## config.mk

```make
export PLATFORM = sky130hd
export DESIGN_NAME = guarded_wdog
export DESIGN_NICKNAME = d
export VERILOG_FILES = /design/src/rtl/guarded_wdog_pkg.sv /design/src/rtl/gwd_unlock.sv /design/src/rtl/gwd_prescale.sv /design/src/rtl/gwd_counter.sv /design/src/rtl/guarded_wdog.sv
export SDC_FILE = /design/constraint.sdc
export NUM_CORES = 1
export LEC_CHECK = 0
export BUFFER_PORTS_ARGS = -buffer_cell sky130_fd_sc_hd__buf_2
export CELL_PAD_IN_SITES_DETAIL_PLACEMENT = 1
export CELL_PAD_IN_SITES_GLOBAL_PLACEMENT = 1
export CORE_MARGIN = 5
export CORE_UTILIZATION = 35
export DETAILED_ROUTE_END_ITERATION = 16
export GPL_ROUTABILITY_DRIVEN = 0
export PLACE_DENSITY_LB_ADDON = 0.1
export SETUP_SLACK_MARGIN = 0.1
export SLEW_MARGIN = 20
export SYNTH_ARGS = -nofsm -noshare
export SYNTH_HDL_FRONTEND = slang
export SYNTH_SLANG_ARGS = --single-unit
```

## constraint.sdc

```tcl
create_clock -name clk -period 2.5 [get_ports clk]
set_clock_uncertainty 0.05 [all_clocks]
set_input_delay 0.5 -clock clk [delete_from_list [all_inputs] [get_ports clk]]
set_output_delay 0.5 -clock clk [all_outputs]
set_load 0.01 [all_outputs]
```

## src/rtl/guarded_wdog_pkg.sv

```systemverilog
package guarded_wdog_pkg;

    localparam logic [7:0] KEY_ARM    = 8'hBE;
    localparam logic [7:0] KEY_COMMIT = 8'hDC;

    localparam int OFS_CTRL  = 'h0;
    localparam int OFS_CAUSE = 'h4;
    localparam int OFS_STAT  = 'h8;

    localparam int CNT_W = 16;

    typedef enum logic { SEQ_IDLE, SEQ_ARMED } seq_state_t;

    typedef struct packed {
        logic             en;
        logic [1:0]       warn_sel;
        logic [1:0]       div_sel;
        logic [CNT_W-1:0] reload;
    } wd_cfg_t;

    function automatic logic [7:0] key_of(input logic [31:0] w);
        return w[23:16];
    endfunction

    function automatic wd_cfg_t cfg_from_word(input logic [31:0] w);
        wd_cfg_t c;
        c.en       = w[31];
        c.warn_sel = w[27:26];
        c.div_sel  = w[25:24];
        c.reload   = w[15:0];
        return c;
    endfunction

    function automatic logic [31:0] word_from_cfg(input wd_cfg_t c);
        return {c.en, 3'b000, c.warn_sel, c.div_sel, 8'h00, c.reload};
    endfunction

    function automatic logic [CNT_W-1:0] warn_level(input logic [1:0] sel);
        return {CNT_W{1'b1}} >> (int'(sel) + 1);
    endfunction

endpackage

```

## src/rtl/gwd_unlock.sv

```systemverilog
module gwd_unlock
    import guarded_wdog_pkg::*;
(
    input  logic       clk,
    input  logic       rst,
    input  logic       ctrl_wr,
    input  logic [7:0] key,
    output logic       commit
);
    seq_state_t state_q;

    assign commit = ctrl_wr && (state_q == SEQ_ARMED) && (key == KEY_COMMIT);

    always_ff @(posedge clk) begin
        if (rst) begin
            state_q <= SEQ_IDLE;
        end else if (ctrl_wr) begin
            if (state_q == SEQ_IDLE && key == KEY_ARM)
                state_q <= SEQ_ARMED;
            else
                state_q <= SEQ_IDLE;
        end
    end
endmodule

```

## src/rtl/gwd_prescale.sv

```systemverilog
module gwd_prescale #(
    parameter int DIV0 = 1,
    parameter int DIV1 = 64,
    parameter int DIV2 = 4096,
    parameter int DIV3 = 262144
) (
    input  logic       clk,
    input  logic       rst,
    input  logic       restart,
    input  logic       run,
    input  logic [1:0] sel,
    output logic       tick
);
    localparam int DIV_A  = (DIV0 > DIV1) ? DIV0 : DIV1;
    localparam int DIV_B  = (DIV2 > DIV3) ? DIV2 : DIV3;
    localparam int DIVMAX = (DIV_A > DIV_B) ? DIV_A : DIV_B;
    localparam int PCW    = (DIVMAX > 2) ? $clog2(DIVMAX) : 1;

    logic [PCW-1:0] pcnt_q;
    logic [PCW-1:0] last;

    always_comb begin
        case (sel)
            2'd0:    last = PCW'(DIV0 - 1);
            2'd1:    last = PCW'(DIV1 - 1);
            2'd2:    last = PCW'(DIV2 - 1);
            default: last = PCW'(DIV3 - 1);
        endcase
    end

    assign tick = run && (pcnt_q == last);

    always_ff @(posedge clk) begin
        if (rst || restart || !run)
            pcnt_q <= '0;
        else if (pcnt_q == last)
            pcnt_q <= '0;
        else
            pcnt_q <= pcnt_q + 1'b1;
    end
endmodule

```

## src/rtl/gwd_counter.sv

```systemverilog
module gwd_counter
    import guarded_wdog_pkg::*;
(
    input  logic             clk,
    input  logic             rst,
    input  logic             load,
    input  logic [CNT_W-1:0] reload,
    input  logic             run,
    input  logic             tick,
    input  logic [CNT_W-1:0] warn_at,
    output logic [CNT_W-1:0] count,
    output logic             warn_pulse,
    output logic             expired
);
    logic [CNT_W-1:0] cnt_q;

    assign count = cnt_q;

    always_ff @(posedge clk) begin
        if (rst) begin
            cnt_q      <= '0;
            warn_pulse <= 1'b0;
            expired    <= 1'b0;
        end else begin
            warn_pulse <= 1'b0;
            if (load) begin
                cnt_q <= reload;
            end else if (run && tick && cnt_q != '0) begin
                cnt_q      <= cnt_q - 1'b1;
                warn_pulse <= ((cnt_q - 1'b1) == warn_at);
            end
            if (run && !load && cnt_q == '0)
                expired <= 1'b1;
        end
    end
endmodule

```

## src/rtl/guarded_wdog.sv

```systemverilog
module guarded_wdog
    import guarded_wdog_pkg::*;
#(
    parameter int ADDR_W = 4,
    parameter int DIV0   = 1,
    parameter int DIV1   = 64,
    parameter int DIV2   = 4096,
    parameter int DIV3   = 262144
) (
    input  logic              clk,
    input  logic              rst,
    input  logic              por_rst,
    input  logic [ADDR_W-1:0] bus_addr,
    input  logic [31:0]       bus_wdata,
    input  logic              bus_we,
    output logic [31:0]       bus_rdata,
    output logic              prewarn_irq,
    output logic              wdog_rst_req
);
    logic             rst_any;
    logic             ctrl_wr;
    logic             commit;
    logic             load;
    logic             tick;
    logic [CNT_W-1:0] cnt;
    logic             cause_q;
    wd_cfg_t          cfg_q;

    assign rst_any = rst || por_rst;
    assign ctrl_wr = bus_we && (bus_addr == ADDR_W'(OFS_CTRL));
    assign load    = commit && bus_wdata[31];

    gwd_unlock u_unlock (
        .clk     (clk),
        .rst     (rst_any),
        .ctrl_wr (ctrl_wr),
        .key     (key_of(bus_wdata)),
        .commit  (commit)
    );

    always_ff @(posedge clk) begin
        if (rst_any)
            cfg_q <= '0;
        else if (commit)
            cfg_q <= cfg_from_word(bus_wdata);
    end

    gwd_prescale #(
        .DIV0(DIV0), .DIV1(DIV1), .DIV2(DIV2), .DIV3(DIV3)
    ) u_prescale (
        .clk     (clk),
        .rst     (rst_any),
        .restart (load),
        .run     (cfg_q.en),
        .sel     (cfg_q.div_sel),
        .tick    (tick)
    );

    gwd_counter u_counter (
        .clk        (clk),
        .rst        (rst_any),
        .load       (load),
        .reload     (bus_wdata[15:0]),
        .run        (cfg_q.en),
        .tick       (tick),
        .warn_at    (warn_level(cfg_q.warn_sel)),
        .count      (cnt),
        .warn_pulse (prewarn_irq),
        .expired    (wdog_rst_req)
    );

    always_ff @(posedge clk) begin
        if (por_rst)
            cause_q <= 1'b0;
        else if (wdog_rst_req)
            cause_q <= 1'b1;
    end

    always_comb begin
        case (bus_addr)
            ADDR_W'(OFS_CTRL):  bus_rdata = word_from_cfg(cfg_q);
            ADDR_W'(OFS_CAUSE): bus_rdata = {cause_q, 31'd0};
            ADDR_W'(OFS_STAT):  bus_rdata = {cfg_q.en, 15'd0, cnt};
            default:            bus_rdata = 32'd0;
        endcase
    end
endmodule

```

==> out/metrics.cfg <==
[logic_synthesis]
yosysUniqueCellTypes=59
synthArstFlopShare=0
synth-edff-count=0
syn_inst=419
ys_warn_count=0
synth-main-ff-cell=dfxtp_1
synth_area_um2=3410
ys_ff_latch=59
synth_area_per_cell_um2=8.15
ys_seq_area_frac=0.346

[clocking]
ctsRootBufferMaster=clkbuf_8
cts_max_path_buffers=2
cts_sinks=59
numCtsBuffers=9
tritoncts=done
cts_hold_buf=0
clk_latency_ps=330
clkTransAtPathRegs_ps=60
htree_num_levels=3

[worst_hold_path]
hold_class=in2reg
min_to=cause_q
min-delay-start=por_rst
min_path_cells=2

[sta]
setup_ws_ps=199
fin_hold_ws_ps=304
worst_slew_pin_slew_ps=563
fmax_ghz=0.435
relSlewSlack=0.621
hold_viol_final=0
finalSetupTns_ps=0
min_period_ps=2300
slew_violations=0
rsz0062_at_grt=true
min_period_over_period=0.920
finalSetupViolations=0

[power_and_ir_drop]
powerDensity_nw_per_um2=430
leakagePower_nw=1.56
total_power_mw=1.79
ir_drop_mv=0.307

[setup_path]
crit_path_start_kind=flop
arrival_ps=2470
path_max_fanout=9
worstSetupPathType=reg2reg
rr_startpoint=u_prescale.pcnt_q[13]
worst_ep_required_time_ps=2670
reg2reg_slack_ps=200
ff2ff_path_depth=7
endpoint_kind=flop
rr_endpoint=u_counter.count[14]

[routing]
vias_per_cell=5.19
ant_nets=0
vias=3257
postRouteWirelength_um=9900
wl_per_cell_um=15.8
firstDrtPassIters=4
drc_errors=0
drt_iter0_drc=101

[floorplanning]
core_area_um2=9640
die_w_um=109
io_pins=74
initial_core_util=0.354
die_area_um2=11800
num_rows=36
dieHeight_um=109

[status]
status=completed

[finish]
area_growth_pct=21.8
nets=533
final_cell_mix=59 x nand2_1, 59 x dfxtp_1, 59 x buf_2, 41 x a21oi_1, 33 x nor2_1
final_cells=628
drive_above_1_share=0.263
diodes=0

[grt]
grt_pass1_wl_um=16300
grt_pass1_vias=3301
grt_start_max_net_pins=26
antenna_found_initial=0
overflow=0
grt_util_all_layers=0.175

[placed_design]
portBuffers=59
pre_cts_ws_ps=92.8
hpwl_um=7240
place_inst=611

[run]
cap_violations=0

cell type report:
class | count | area, um2
clock buffer | 14 | 163
clock inverter | 2 | 10.0
fill | 1241 | 5480
inverter | 6 | 22.5
multi-input combinational | 327 | 2110
sequential | 59 | 1180
tap | 133 | 166
timing repair buffer | 87 | 505
kinds of logic after synthesis:
logic type | after synthesis | synth area share
buffers and inverters | 43 | 0.0729
flip-flops | 59 | 0.346
adder cells (fa/ha/maj) | 3 | 0.0110
XOR/XNOR | 33 | 0.0846
AND/OR/NAND/NOR | 186 | 0.302
multiplexers | 2 | 0.00623
other | 1 | 0.00110
AO/OA/AOI/OAI | 92 | 0.177
per-layer routing:
metal / part of all wire / global-route usage / routed length (um) / vias to the layer above
met5: 0 / 0 / 0 / -
met4: 0.011 / 0.0505 / 108 / 0
met3: 0.029 / 0.0308 / 290 / 11
met2: 0.53 / 0.325 / 5270 / 41
met1: 0.43 / 0.205 / 4230 / 1590
li1: - / - / - / 1615
flip-flops by register name, indices dropped and copies added (netlist names):
register / cells
cfg_q: 21
cause_q: 1
u_counter.warn_pulse: 1
u_counter.expired: 1
u_prescale.pcnt_q: 18
u_unlock.state_q: 1
u_counter.count: 16
critical path, stage by stage, from the launching register on:
cell       delay (ps)
dfxtp_1           360
or4_4             560
a2111oi_4         270
nor3_4            150
buf_4             230
nor4_2            330
xnor2_1           160
a21oi_1            80
cell usage after synthesis, types with 2 or more instances:
master	n	area share
nor3b_1	2	0.0044
or3_1	5	0.0092
nand2_1	59	0.065
nand3_1	12	0.018
o21ai_0	20	0.029
and3_1	4	0.0073
nor4_2	7	0.026
nor4_1	10	0.018
xor2_1	12	0.031
a21oi_1	41	0.060
buf_6	3	0.0099
nor2_1	33	0.036
xnor2_1	21	0.054
nand4b_1	2	0.0051
buf_4	12	0.026
nor4b_1	2	0.0051
or4_1	3	0.0066
inv_1	6	0.0066
dfxtp_1	59	0.35
clkbuf_1	13	0.014
o211ai_1	2	0.0044
a22o_1	16	0.041
buf_2	5	0.0073
o22a_1	2	0.0051
nand2b_1	4	0.0073
and2_1	7	0.013
ha_1	3	0.011
nand4_1	9	0.016
nor3_1	15	0.022
through the flow:
stage	util	instance area (um2)
2_1_floorplan	-	3450
3_3_place_gp	0.405	3900
3_5_place_dp	0.405	3900
4_1_cts	0.424	4090
5_1_grt	0.431	4160
6_report	0.431	4160
power by group:
| part | internal, mW | switching (mW) | leakage, nW |
|---|---|---|---|
| Sequential | 0.940 | 0.000000751 | 0.475 |
| Clock | 0.412 | 0.358 | 0.0905 |
| Combinational | 0.0292 | 0.0485 | 0.990 |
how the worst max path moves through the flow:
stage / startpoint / endpoint / slack [ps] / cells after the start
after global placement: u_prescale.pcnt_q[13] / u_prescale.pcnt_q[12] / 170 / 5
after global routing: u_counter.count[0] / u_counter.warn_pulse / 60 / 9
after floorplan: u_counter.count[0] / u_counter.count[4] / 120 / 8
final: u_prescale.pcnt_q[13] / u_counter.count[14] / 200 / 7
after detailed placement: u_prescale.pcnt_q[13] / u_prescale.pcnt_q[7] / 90 / 5
after CTS: u_counter.count[0] / u_counter.count[4] / 150 / 8
repair_timing:
action,4_1_cts,5_1_grt
setup buffers,0,1
setup endpoints to repair,5,6
resized for setup,1,10
Power figures use the tool's default switching activity.
